File: src/rtl/ptead_pkg.sv
package ptead_pkg;

    localparam int PTE_W = 64;
    typedef logic [PTE_W-1:0] pte_t;

    localparam int BIT_V = 0;
    localparam int BIT_R = 1;
    localparam int BIT_W = 2;
    localparam int BIT_X = 3;
    localparam int BIT_A = 6;
    localparam int BIT_D = 7;

    typedef enum logic [1:0] {
        ACC_LOAD  = 2'd0,
        ACC_STORE = 2'd1,
        ACC_FETCH = 2'd2,
        ACC_RSVD  = 2'd3
    } acc_e;

    typedef enum logic [1:0] {
        RSP_RELEASE = 2'd0,
        RSP_FAULT   = 2'd1,
        RSP_RETRY   = 2'd2,
        RSP_DROP    = 2'd3
    } rsp_e;

    typedef enum logic [3:0] {
        ST_IDLE,
        ST_CHECK,
        ST_WAIT_COMMIT,
        ST_CAS_REQ,
        ST_CAS_RESP,
        ST_RELEASE,
        ST_FAULT,
        ST_RETRY,
        ST_DROP
    } state_e;

    // Outcome of the leaf check on one entry for one access kind.
    typedef struct packed {
        logic legal;
        logic need_a;
        logic need_d;
    } verdict_t;

    function automatic logic entry_well_formed(pte_t e);
        return e[BIT_V] && !(e[BIT_W] && !e[BIT_R]) && (e[BIT_R] || e[BIT_X]);
    endfunction

    function automatic pte_t merge_ad(pte_t e, verdict_t v);
        pte_t r;
        r = e;
        r[BIT_A] = 1'b1;
        if (v.need_d) begin
            r[BIT_D] = 1'b1;
        end
        return r;
    endfunction

endpackage

File: src/rtl/ptead_perm_chk.sv
module ptead_perm_chk
    import ptead_pkg::*;
(
    input  pte_t     pte,
    input  acc_e     acc,
    input  logic     exec_readable,
    output verdict_t verdict
);

    logic grant;

    always_comb begin
        case (acc)
            ACC_LOAD:  grant = pte[BIT_R] || (exec_readable && pte[BIT_X]);
            ACC_STORE: grant = pte[BIT_W];
            ACC_FETCH: grant = pte[BIT_X];
            default:   grant = 1'b0;
        endcase
        verdict.legal  = entry_well_formed(pte) && grant;
        verdict.need_a = !pte[BIT_A];
        verdict.need_d = (acc == ACC_STORE) && !pte[BIT_D];
    end

endmodule

File: src/rtl/ptead_ctrl.sv
module ptead_ctrl
    import ptead_pkg::*;
#(
    parameter int PA_W      = 56,
    parameter int MAX_RETRY = 3
) (
    input  logic            clk,
    input  logic            rst,
    input  logic            cfg_hw_update,
    input  logic            req_valid,
    output logic            req_ready,
    input  pte_t            req_pte,
    input  logic [PA_W-1:0] req_paddr,
    input  acc_e            req_acc,
    input  logic            req_spec,
    input  logic            commit,
    input  logic            squash,
    input  verdict_t        verdict,
    output pte_t            work_pte,
    output acc_e            work_acc,
    output logic            rsp_valid,
    output rsp_e            rsp_kind,
    output logic            mem_req_valid,
    input  logic            mem_req_ready,
    output logic [PA_W-1:0] mem_req_addr,
    output pte_t            mem_req_cmp,
    output pte_t            mem_req_wdata,
    input  logic            mem_rsp_valid,
    input  pte_t            mem_rsp_rdata
);

    localparam int CNT_W = (MAX_RETRY < 2) ? 1 : $clog2(MAX_RETRY + 1);
    localparam logic [CNT_W-1:0] LAST_TRY = CNT_W'(MAX_RETRY - 1);

    state_e           state_q;
    pte_t             pte_q;
    logic [PA_W-1:0]  paddr_q;
    acc_e             acc_q;
    logic             spec_q;
    logic             squashed_q;
    logic [CNT_W-1:0] tries_q;

    logic idle;
    logic fast_ok;

    assign idle     = (state_q == ST_IDLE);
    assign fast_ok  = verdict.legal && !verdict.need_a && !verdict.need_d;
    assign work_pte = pte_q;
    assign work_acc = acc_q;

    // Response and memory-port outputs.
    always_comb begin
        req_ready = idle;
        rsp_valid = 1'b0;
        rsp_kind  = RSP_RELEASE;
        case (state_q)
            ST_IDLE: begin
                if (req_valid && fast_ok) begin
                    rsp_valid = 1'b1;
                end
            end
            ST_RELEASE: begin
                rsp_valid = 1'b1;
                rsp_kind  = squashed_q ? RSP_DROP : RSP_RELEASE;
            end
            ST_FAULT: begin
                rsp_valid = 1'b1;
                rsp_kind  = RSP_FAULT;
            end
            ST_RETRY: begin
                rsp_valid = 1'b1;
                rsp_kind  = RSP_RETRY;
            end
            ST_DROP: begin
                rsp_valid = 1'b1;
                rsp_kind  = RSP_DROP;
            end
            default: ;
        endcase
    end

    assign mem_req_valid = (state_q == ST_CAS_REQ);
    assign mem_req_addr  = paddr_q;
    assign mem_req_cmp   = pte_q;
    assign mem_req_wdata = merge_ad(pte_q, verdict);

    always_ff @(posedge clk) begin
        if (rst) begin
            state_q    <= ST_IDLE;
            pte_q      <= '0;
            paddr_q    <= '0;
            acc_q      <= ACC_LOAD;
            spec_q     <= 1'b0;
            squashed_q <= 1'b0;
            tries_q    <= '0;
        end else begin
            if (!idle) begin
                if (commit) begin
                    spec_q <= 1'b0;
                end
                if (squash) begin
                    squashed_q <= 1'b1;
                end
            end
            case (state_q)
                ST_IDLE: begin
                    if (req_valid && !fast_ok) begin
                        pte_q      <= req_pte;
                        paddr_q    <= req_paddr;
                        acc_q      <= req_acc;
                        spec_q     <= req_spec;
                        squashed_q <= 1'b0;
                        tries_q    <= '0;
                        state_q    <= ST_CHECK;
                    end
                end
                ST_CHECK: begin
                    if (squashed_q || squash) begin
                        state_q <= ST_DROP;
                    end else if (!verdict.legal) begin
                        state_q <= ST_FAULT;
                    end else if (!verdict.need_a && !verdict.need_d) begin
                        state_q <= ST_RELEASE;
                    end else if (!cfg_hw_update) begin
                        state_q <= ST_FAULT;
                    end else if (verdict.need_d && spec_q && !commit) begin
                        state_q <= ST_WAIT_COMMIT;
                    end else begin
                        state_q <= ST_CAS_REQ;
                    end
                end
                ST_WAIT_COMMIT: begin
                    if (squash) begin
                        state_q <= ST_DROP;
                    end else if (commit) begin
                        state_q <= ST_CAS_REQ;
                    end
                end
                ST_CAS_REQ: begin
                    if (mem_req_ready) begin
                        state_q <= ST_CAS_RESP;
                    end
                end
                ST_CAS_RESP: begin
                    if (mem_rsp_valid) begin
                        if (mem_rsp_rdata == pte_q) begin
                            state_q <= ST_RELEASE;
                        end else if (tries_q == LAST_TRY) begin
                            state_q <= ST_RETRY;
                        end else begin
                            tries_q <= tries_q + 1'b1;
                            pte_q   <= mem_rsp_rdata;
                            state_q <= ST_CHECK;
                        end
                    end
                end
                default: state_q <= ST_IDLE;
            endcase
        end
    end

endmodule

File: src/rtl/pte_ad_updater.sv
module pte_ad_updater
    import ptead_pkg::*;
#(
    parameter int PA_W      = 56,
    parameter int MAX_RETRY = 3
) (
    input  logic            clk,
    input  logic            rst,
    input  logic            cfg_hw_update,
    input  logic            cfg_exec_readable,
    input  logic            req_valid,
    output logic            req_ready,
    input  logic [63:0]     req_pte,
    input  logic [PA_W-1:0] req_paddr,
    input  logic [1:0]      req_acc,
    input  logic            req_spec,
    input  logic            commit,
    input  logic            squash,
    output logic            rsp_valid,
    output logic [1:0]      rsp_kind,
    output logic            mem_req_valid,
    input  logic            mem_req_ready,
    output logic [PA_W-1:0] mem_req_addr,
    output logic [63:0]     mem_req_cmp,
    output logic [63:0]     mem_req_wdata,
    input  logic            mem_rsp_valid,
    input  logic [63:0]     mem_rsp_rdata
);

    pte_t     work_pte;
    acc_e     work_acc;
    pte_t     chk_pte;
    acc_e     chk_acc;
    verdict_t verdict;
    rsp_e     kind;

    // While idle the check looks at the incoming entry; otherwise at the held one.
    assign chk_pte  = req_ready ? req_pte : work_pte;
    assign chk_acc  = req_ready ? acc_e'(req_acc) : work_acc;
    assign rsp_kind = kind;

    ptead_perm_chk u_perm (
        .pte           (chk_pte),
        .acc           (chk_acc),
        .exec_readable (cfg_exec_readable),
        .verdict       (verdict)
    );

    ptead_ctrl #(
        .PA_W      (PA_W),
        .MAX_RETRY (MAX_RETRY)
    ) u_ctrl (
        .clk           (clk),
        .rst           (rst),
        .cfg_hw_update (cfg_hw_update),
        .req_valid     (req_valid),
        .req_ready     (req_ready),
        .req_pte       (req_pte),
        .req_paddr     (req_paddr),
        .req_acc       (acc_e'(req_acc)),
        .req_spec      (req_spec),
        .commit        (commit),
        .squash        (squash),
        .verdict       (verdict),
        .work_pte      (work_pte),
        .work_acc      (work_acc),
        .rsp_valid     (rsp_valid),
        .rsp_kind      (kind),
        .mem_req_valid (mem_req_valid),
        .mem_req_ready (mem_req_ready),
        .mem_req_addr  (mem_req_addr),
        .mem_req_cmp   (mem_req_cmp),
        .mem_req_wdata (mem_req_wdata),
        .mem_rsp_valid (mem_rsp_valid),
        .mem_rsp_rdata (mem_rsp_rdata)
    );

endmodule

File: config.mk
export PLATFORM = sky130hd
export DESIGN_NAME = pte_ad_updater
export DESIGN_NICKNAME = d
export VERILOG_FILES = /design/src/rtl/ptead_pkg.sv /design/src/rtl/ptead_perm_chk.sv /design/src/rtl/ptead_ctrl.sv /design/src/rtl/pte_ad_updater.sv
export SDC_FILE = /design/constraint.sdc
export NUM_CORES = 1
export LEC_CHECK = 0
export BUFFER_PORTS_ARGS = -buffer_cell sky130_fd_sc_hd__buf_2
export CAP_MARGIN = 15
export CORE_AREA = 2 2 150 152
export DETAILED_ROUTE_END_ITERATION = 7
export DIE_AREA = 0 0 152 154
export GPL_ROUTABILITY_DRIVEN = 0
export MAX_ROUTING_LAYER = met4
export PLACE_DENSITY = 0.61
export SLEW_MARGIN = 25
export SYNTH_ARGS = -nofsm -noshare
export SYNTH_HDL_FRONTEND = slang
export SYNTH_SLANG_ARGS = --single-unit
export TNS_END_PERCENT = 20
File: constraint.sdc
create_clock -name clk -period 4.9 [get_ports clk]
set_clock_uncertainty 0.15 [all_clocks]
set_input_delay 0.49 -clock clk [delete_from_list [all_inputs] [get_ports clk]]
set_output_delay 0.49 -clock clk [all_outputs]
set_load 0.01 [all_outputs]
==> qor.yml, run 1 <==
drv_cap: 0
cts_tree: "yes"
synth_top_area_share_pct: 38.2
ant_nets: 0
cp_data_required_time_ps: 4260
finalSetupTns_ps: 0
tightestPinTransition_ps: 842
slew_headroom_pct: 43.7
grt_pass1_vias: 6887
hold_depth: 3
power_density_nw_per_um2: 577
start_util_pct: 31.4
post-cts-setup-buffers: 0
worstSetupPathType: "reg -> out"
cellLeakagePower_nw: 4.36
rows: 54
synth_area_leader_cell: "dfxtp_1"
synth_cell_types: 42
synth_edf_count: 0
root_buffer: "clkbuf_16"
syn-num-nets: 1060
synth-warning-count: 0
io_buffers: 383
yosysMostFrequentCell: "nand2_1"
syn_area_per_cell_um2: 7.89
finalCriticalPeriod_ps: 3540
combPwrFrac_pct: 43.4
die_h_um: 154
holdWs_ps: 156
grt_max_degree: 107
htreeDepth: 4
total_power_mw: 5.19
start_kind: "flop"
synthesis.area_um2: 6810
worstSetupEndpointType: "output pin"
ys_ff_latch: 130
clk_path_buf_depth: 2
hold_viol: 0
hold_buffers: 0
first_pass_iters: 6
dr.first_iter.drc_count: 392
drt_wl_total_um: 25500
hold_path_class: "in -> reg"
seq_area_frac_synth_pct: 38.2
area_delta_synth_final_pct: 32.1
drive_gt1_share_pct: 39.4
cts_sinks: 130
ys.flop_type: "dfxtp_1"
die-width_um: 152
synth_common_cells: "nand2_1 (254), dfxtp_1 (130), nor2_1 (77), buf_4 (64), xor2_1 (64)"
synthArstFlopShare_pct: 0
cts_resized: 0
vias_per_cell: 4.83
finalMaxSlewViolations: 0
post-place-ws_ps: 1300
design.portCount: 385
status: "finished clean"
final-setup-viol-count: 0
reg2reg_depth: 9
gr-usage-all-layers_pct: 22.0
p_int_mw: 2.94
critical_path.max_fanout: 10
ir_drop_uv: 251
timing.final.crit_share_pct: 72.2
netlist_instances: 863
via_count: 7010
ys_top_cells_by_area: "dfxtp_1 (38%), nand2_1 (14%), xor2_1 (8.2%), buf_4 (7.1%), a311oi_2 (5.7%)"
rsz0062_at_grt: "no"
drc: 0
core_region_area_um2: 21700
clk_pin_slew_ps: 70
max_freq_mhz: 283
insertion_delay_ps: 420
seqPwrFrac_pct: 32.9
finalWorstSetupSlack_ps: 1360
wire_per_inst_um: 17.6
p_switching_mw: 2.25
grt_pass1_wl_um: 39200
nets: 1346
numCtsBuffers: 17
swShare_pct: 43.4
cp.arrival_ps: 2900
antenna_found_initial: 10
die-area_um2: 23400
dp_hpwl_um: 19300
grt-ovfl-total: 0
p_clk_share_pct: 23.8
==> layer usage <==
metal | share of wire (%) | global-route usage [%] | vias to the layer above
met5 | 0 | - | -
met4 | 2.0 | 7.34 | 0
met3 | 6.7 | 5.10 | 26
met2 | 51 | 38.7 | 285
met1 | 40 | 24.7 | 3241
li1 | - | - | 3458
==> flip-flops by register name, summed over array words and instances (netlist names) <==
register and count:
u_ctrl.state_q 4, u_ctrl.spec_q 1, u_ctrl.tries_q 2, u_ctrl.mem_req_cmp 64, u_ctrl.squashed_q 1, u_ctrl.work_acc 2, u_ctrl.mem_req_addr 56
==> stage by stage <==
step,cells,util [%],cell area (um^2)
floorplan,863,-,6810
global placement,1410,38.8,8420
detailed placement,1410,38.8,8420
CTS,1442,41.4,8980
global route,1451,41.5,9000
finish,1451,41.5,9000
==> power by group through the flow <==
stage / Clock (mW) / Sequential [mW] / Combinational, mW
final: 1.23 / 1.70 / 2.25
after global routing: 1.31 / 1.76 / 2.49
after CTS: 1.27 / 1.71 / 2.29
after detailed placement: 0 / 1.73 / 2.28
after global placement: 0 / 1.72 / 2.26
after floorplan: 0 / 1.78 / 1.55
==> layout by cell type (no fill, tap or decap), types with 2 or more instances in the layout <==
master and count:
a2111oi_0 2, a211oi_1 2, a21oi_1 62, a311oi_1 38, a311oi_2 26, a31oi_1 4, and3_1 2, buf_12 2
buf_2 382, buf_4 6, clkbuf_16 17, clkinv_4 4, clkinvlp_4 2, dfxtp_1 130, diode_2 9, inv_1 3
inv_6 7, mux2i_1 6, nand2_1 253, nand2b_1 6, nand4_1 4, nor2_1 77, nor2b_1 4, nor3_1 7
nor4_1 17, o211ai_1 3, o21ai_0 6, o31ai_1 2, or3_1 2, or3b_2 2, or4_1 2, xor2_1 64
==> worst max-delay path, cell delays in order (launching register included) <==
cell	delay, ps
dfxtp_1	390
or4_1	730
clkinv_4	150
and3_1	230
a2bb2oi_2	310
a31oi_1	140
o41ai_1	320
buf_2	220
==> logic make-up (layout without fill, tap and decap cells) <==
logic type,Yosys count,after routing,share of synthesized area [%]
AO/OA/AOI/OAI,155,155,18.4
XOR/XNOR,64,64,8.23
adder cells (fa/ha/maj),1,1,0.184
buffers and inverters,127,426,11.4
flip-flops,130,130,38.2
multiplexers,6,6,0.882
other,1,10,0.0551
AND/OR/NAND/NOR,379,379,22.6
==> layout make-up <==
| cell class | count | area, um^2 |
|---|---|---|
| Clock buffer | 18 | 439 |
| Timing Repair Buffer | 390 | 2000 |
| Tap cell | 280 | 350 |
| Antenna cell | 9 | 22.5 |
| Fill cell | 2279 | 12700 |
| Sequential cell | 130 | 2600 |
| Inverter | 4 | 20.0 |
| Multi-Input combinational cell | 606 | 3450 |
| Clock inverter | 14 | 119 |
==> final timing paths <==
kind / startpoint / to / slack (ps)
worst max-delay path: u_ctrl.state_q[1] / rsp_valid / 1360
worst min-delay path: req_paddr[49] / u_ctrl.mem_req_addr[49] / 160
worst max register to register: u_ctrl.state_q[1] / u_ctrl.mem_req_cmp[24] / 1470
worst min register to register: u_ctrl.mem_req_addr[0] / u_ctrl.mem_req_addr[0] / 300
No activity file was read; power rests on OpenSTA's default activity.
==> run 2: changes to the inputs <==
==> constraint.sdc (replaced) <==
create_clock -name clk -period 3.6 [get_ports clk]
set_clock_uncertainty 0.15 [all_clocks]
set_input_delay 0.36 -clock clk [delete_from_list [all_inputs] [get_ports clk]]
set_output_delay 0.36 -clock clk [all_outputs]
set_load 0.01 [all_outputs]
==> run 2 against run 1 <==
Effect of this change:
- combinational power grew 40%
- critical path depth stayed put
- wire length grew 0.87%
- flip-flop and latch count stayed put
- sequential share of layout area shrank 0.77 points
- largest power group unchanged
- sequential power is 36% higher
- final area increased by 2.7%
- core utilization up 1.1 points
- first-iteration DRC count grew 3.8%
- critical path type unchanged
- critical endpoint unchanged
- worst hold slack lost 130 ps
- die area is the same
- highest routed layer unchanged
- final cell count grew 0.96%
==> qor.yml, run 2 (same netlist as run 1, synthesis figures left out) <==
status: "finished clean"  # unchanged
dp_hpwl_um: 19700  # was 19,300 um
cp_data_required_time_ps: 3090  # was 4260 ps
final_common_cell: "buf_2"  # unchanged
start_kind: "flop"  # unchanged
cts_tree: "yes"  # unchanged
grt-ovfl-total: 0  # unchanged
final_cell_mix: "buf_2 (382), nand2_1 (253), dfxtp_1 (130)"  # unchanged
die-area_um2: 23400  # unchanged
p_int_mw: 4.14  # was 2.94 mW
timing.final.crit_share_pct: 91.3
drt_wl_total_um: 25700  # was 25,500 um
grtUsageMet2_pct: 39.0  # was 38.7%
antenna_found_initial: 4  # was 10
drv_cap: 0  # unchanged
gr-usage-all-layers_pct: 22.2  # was 22.0%
grt_max_degree: 67  # was 107
swShare_pct: 43.1  # was 43.4%
slew_headroom_pct: 50.7  # was 43.7%
hold_viol: 0  # unchanged
first_pass_iters: 5  # was 6
start_util_pct: 31.4  # unchanged
largest_reg_flops: 64  # unchanged
via_count: 7149  # was 7,010
wire_per_inst_um: 17.6  # about the same
die-width_um: 152  # unchanged
grt_pass1_wl_um: 38900  # was 39,200 um
io_buffers: 383  # unchanged
grt_pass1_vias: 6901  # was 6,887
top_usage_layer: "met2"  # unchanged
finalMaxSlewViolations: 0  # unchanged
cp_cell_sequence: "or4_4 -> clkinv_4 -> and3_1 -> a2bb2oi_2 -> a31oi_1 -> o41ai_1 -> buf_2"  # was or4_1 -> clkinv_4 -> and3_1 -> a2bb2oi_2 -> a31oi_1 -> o41ai_1 -> buf_2
cp.arrival_ps: 2780  # was 2900 ps
insertion_delay_ps: 420  # about the same
finalCriticalPeriod_ps: 3290
ir_drop_uv: 316  # was 251 uV
rsz0062_at_grt: "no"  # unchanged
design.portCount: 385  # unchanged
drc: 0  # unchanged
combPwrFrac_pct: 43.3  # was 43.4%
numCtsBuffers: 17  # unchanged
hold_path_class: "in -> reg"  # unchanged
cts_sinks: 130  # unchanged
area_delta_synth_final_pct: 35.8  # was 32.1%
clk_path_buf_depth: 2  # unchanged
use_met3_pct: 5.44  # was 5.10%
power_density_nw_per_um2: 786  # was 577 nW/um^2
worstSetupPathType: "reg -> out"  # unchanged
p_clk_share_pct: 24.8  # was 23.8%
critical_path.max_fanout: 10  # unchanged
max_freq_mhz: 304
core_region_area_um2: 21700  # unchanged
die_h_um: 154  # unchanged
seqPwrFrac_pct: 32.0  # was 32.9%
finish.utilization_pct: 42.6  # was 41.5%
clk_pin_slew_ps: 70  # about the same
ant_nets: 0  # unchanged
worstSetupEndpointType: "output pin"  # unchanged
vias_per_cell: 4.88  # was 4.83
tightestPinTransition_ps: 739  # was 842 ps
rows: 54  # unchanged
met1_usage_pct: 25.1  # was 24.7%
drive_gt1_share_pct: 39.4  # about the same
finalSetupTns_ps: 0  # unchanged
cellLeakagePower_nw: 4.49  # was 4.36 nW
p_switching_mw: 3.13  # was 2.25 mW
slowest_stage: "or4_4"  # was or4_1
final-setup-viol-count: 0  # unchanged
crit_path_max_incr_delay_ps: 620  # was 730 ps
nets: 1365  # was 1,346
htreeDepth: 4  # unchanged
root_buffer: "clkbuf_16"  # unchanged
dr.first_iter.drc_count: 407  # was 392
==> run 2: changes by cell type in the layout (fill, tap and decap cells not counted), sizes merged <==
cell and change:
buf +6, dlygate4sd3 +13, inv +2, clkbuf -1, clkinvlp -2, bufinv +1, diode -5
==> run 2: per-stage QoR <==
stage               worst slack (ps)  area (um^2)  hold slack, ps  std cells  power (mW)
floorplan                        886         6810             309        863        4.54
global placement                 590         8490             288       1416        5.45
finish                           314         9250            22.1       1465        7.26
global route                     100         9240            8.65       1464        7.77
CTS                              108         9230           0.963       1461        7.35
detailed placement               474         8490             294       1416        5.51
==> run 2: cell type report <==
| cell class | instances | area (um^2) |
|---|---|---|
| clock buffer | 17 | 425 |
| inverter | 4 | 20.0 |
| timing repair buffer | 409 | 2200 |
| antenna | 4 | 10.0 |
| multi-input combinational | 606 | 3450 |
| sequential | 130 | 2600 |
| fill | 2242 | 12400 |
| tap | 280 | 350 |
| clock inverter | 15 | 188 |
==> run 2: routing by layer <==
metal | wire [um] | up-vias
met4 | 439 | 0
met2 | 13300 | 342
met1 | 10200 | 3303
li1 | - | 3478
met3 | 1770 | 26
met5 | 0 | -
==> run 2: path summary, 6_finish.rpt <==
check / startpoint / endpoint / slack, ps / cells after the start
hold / removal: req_paddr[16] / u_ctrl.mem_req_addr[16] / 20 / 3
setup reg to reg: u_ctrl.state_q[1] / u_ctrl.mem_req_cmp[9] / 570 / 9
hold reg to reg: u_ctrl.mem_req_addr[21] / u_ctrl.mem_req_addr[21] / 300 / 2
setup / recovery: u_ctrl.state_q[1] / rsp_valid / 310 / 7
==> run 2: worst max-delay path: cells and delay by family, from the launching register on <==
kind                   cells  cell delay [ps]
AOI/OAI and AO/OA          3              790
and+or+nand+nor            2              830
buffers and inverters      2              330
DFF                        1              390
==> run 2: power groups by stage <==
stage	clock [mW]	combinational, mW	sequential [mW]
detailed placement	0	3.16	2.35
global route	1.92	3.46	2.39
finish	1.80	3.14	2.32
CTS	1.85	3.18	2.32
global placement	0	3.13	2.32
floorplan	0	2.11	2.43
==> run 2: repair_timing <==
item                       4_1_cts  5_1_grt
hold endpoints to repair        13        0
hold buffers                    13        0
setup endpoints to repair        0        1
setup buffers                    0        0
resized for setup                0        1
==> run 3: changes to the inputs <==
--- a/config.mk
+++ b/config.mk
@@ -7,12 +7,14 @@
 export LEC_CHECK = 0
 export BUFFER_PORTS_ARGS = -buffer_cell sky130_fd_sc_hd__buf_2
 export CAP_MARGIN = 15
-export CORE_AREA = 2 2 150 152
+export CELL_PAD_IN_SITES_DETAIL_PLACEMENT = 1
+export CELL_PAD_IN_SITES_GLOBAL_PLACEMENT = 1
+export CORE_MARGIN = 2
+export CORE_UTILIZATION = 31
 export DETAILED_ROUTE_END_ITERATION = 7
-export DIE_AREA = 0 0 152 154
 export GPL_ROUTABILITY_DRIVEN = 0
 export MAX_ROUTING_LAYER = met4
-export PLACE_DENSITY = 0.61
+export PLACE_DENSITY = 0.83
 export SLEW_MARGIN = 25
 export SYNTH_ARGS = -nofsm -noshare
 export SYNTH_HDL_FRONTEND = slang
==> run 3 against run 2 <==
Effect of this change:
- clock-buffer cell count is the same
- non-clock buffer count shrank 15
- largest cell class unchanged
- clock power shrank 3%
- sequential power is essentially flat
- power is essentially flat
- register-to-register slack gained 40 ps
==> qor.yml, run 3 (same netlist as run 1, synthesis figures left out) <==
status: "finished clean"  # unchanged
finalMaxSlewViolations: 0  # unchanged
hold_viol: 0  # unchanged
crit_path_max_incr_delay_ps: 640  # was 620 ps
cp_cell_sequence: "or4_4 -> clkinv_4 -> and3_1 -> a2bb2oi_2 -> a31oi_1 -> o41ai_1 -> buf_2"  # unchanged
via_count: 7180  # was 7,149
drc: 0  # unchanged
final_cell_mix: "buf_2 (382), nand2_1 (253), dfxtp_1 (130)"  # unchanged
grt-ovfl-total: 0  # unchanged
clk_pin_slew_ps: 70  # about the same
grtUsageMet2_pct: 39.6  # was 39.0%
insertion_delay_ps: 420  # about the same
ant_nets: 0  # unchanged
root_buffer: "clkbuf_16"  # unchanged
cts_tree: "yes"  # unchanged
final_cell_count_no_fill: 1453  # was 1,465
dp_hpwl_um: 20900  # was 19,700 um
drt_wl_total_um: 27100  # was 25,700 um
placed_cell_area_um2: 8490  # about the same
area_delta_synth_final_pct: 33.5  # was 35.8%
antenna_found_initial: 6  # was 4
worstSetupEndpointType: "output pin"  # unchanged
met1_usage_pct: 27.0  # was 25.1%
slowest_stage: "or4_4"  # unchanged
final_common_cell: "buf_2"  # unchanged
top_usage_layer: "met2"  # unchanged
cellLeakagePower_nw: 4.41  # was 4.49 nW
largest_reg_flops: 64  # unchanged
critical_path.max_fanout: 8  # was 10
first_pass_iters: 4  # was 5
finalSetupTns_ps: 0  # unchanged
slew_headroom_pct: 48.3  # was 50.7%
design.portCount: 385  # unchanged
holdWs_ps: 22.4  # was 22.1 ps
rows: 54  # unchanged
vias_per_cell: 4.94  # was 4.88
grt_pass1_vias: 7475  # was 6,901
dr.first_iter.drc_count: 262  # was 407
drive_gt1_share_pct: 39.7  # was 39.4%
finalCriticalPeriod_ps: 3360  # was 3290 ps
gr-usage-all-layers_pct: 23.4  # was 22.2%
core_region_area_um2: 21700  # unchanged
cts_sinks: 130  # unchanged
grt_pass1_wl_um: 41300  # was 38,900 um
cp_data_required_time_ps: 3090  # about the same
numCtsBuffers: 17  # unchanged
tightestPinTransition_ps: 776  # was 739 ps
use_met3_pct: 6.11  # was 5.44%
start_kind: "flop"  # unchanged
cp.arrival_ps: 2850  # was 2780 ps
worstSetupPathType: "reg -> out"  # unchanged
nets: 1350  # was 1,365
die-area_um2: 23200  # was 23,400 um^2
max_freq_mhz: 298  # was 304 MHz
io_buffers: 383  # unchanged
dpl.cell_count: 1414  # was 1,416
crit_family: "simple AND/OR/NAND/NOR gates"  # unchanged
final-setup-viol-count: 0  # unchanged
die-width_um: 152  # about the same
clk_path_buf_depth: 2  # unchanged
rsz0062_at_grt: "no"  # unchanged
n_fill_cell: 2692  # was 2,242
final_cell_area_um2: 9090  # was 9250 um^2
htreeDepth: 4  # unchanged
power_density_nw_per_um2: 799  # was 786 nW/um^2
grt_max_degree: 67  # unchanged
wire_per_inst_um: 18.7  # was 17.6 um
hold_path_class: "in -> reg"  # unchanged
drv_cap: 0  # unchanged
die_h_um: 152  # was 154 um
ir_drop_uv: 289  # was 316 uV
start_util_pct: 31.4  # unchanged
timing.final.crit_share_pct: 93.3  # was 91.3%
crit_buf_inv: 2  # unchanged
post-cts-setup-buffers: 0  # unchanged
==> run 3: changes by cell type in the layout (fill, tap and decap cells not counted), sizes merged <==
cell | previous run | this run
bufinv | 1 | 0
diode | 4 | 7
dlygate4sd3 | 13 | 0
buf | 396 | 394
clkinvlp | 0 | 1
==> run 3: repair_timing <==
item	in CTS	in global routing
endpoints found under the setup margin	0	1
resized for setup	0	1
hold buffers	0	0
==> run 3: worst min-delay path: stages <==
cell	delay (ps)
buf_2	100
nand2_1	40
a21oi_1	50
==> run 3: area by class of cell <==
| class | count | area, um^2 | share of cell area, % |
|---|---|---|---|
| multi-input cells | 606 | 3450 | 38.0 |
| clock buffers | 17 | 425 | 4.68 |
| flip-flops and latches | 130 | 2600 | 28.6 |
| repair buffers | 394 | 2060 | 22.7 |
| inverters | 4 | 20.0 | 0.220 |
| diodes | 7 | 17.5 | 0.193 |
| well taps | 280 | 350 | 3.85 |
| clock inverters | 15 | 163 | 1.79 |
==> run 3: per-stage QoR <==
stage	power [mW]	setup WS, ps	utilization (%)
2_1_floorplan	4.54	886	-
3_3_place_gp	5.46	559	39.1
3_5_place_dp	5.57	482	39.1
4_1_cts	7.36	116	41.8
5_1_grt	7.75	96.3	41.9
6_report	7.27	241	41.9
==> run 3: routing by layer <==
metal	wire [um]	part of all wire, %
met1	11200	41
met2	13400	49
met3	1840	6.8
met4	680	2.5
met5	0	0
==> run 3: final timing paths <==
path | slack, ps | to | startpoint | cells past startpoint
min reg2reg | 300 | u_ctrl.mem_req_addr[45] | u_ctrl.mem_req_addr[45] | 2
max | 240 | rsp_valid | u_ctrl.state_q[3] | 7
max reg2reg | 610 | u_ctrl.mem_req_cmp[13] | u_ctrl.state_q[3] | 9
min | 20 | u_ctrl.mem_req_addr[22] | req_paddr[22] | 3
==> run 3: power by group <==
group / switching (mW) / internal, mW
sequential: 0.471 / 1.87
clock: 0.818 / 0.935
combinational: 1.92 / 1.26
total: 3.21 / 4.06
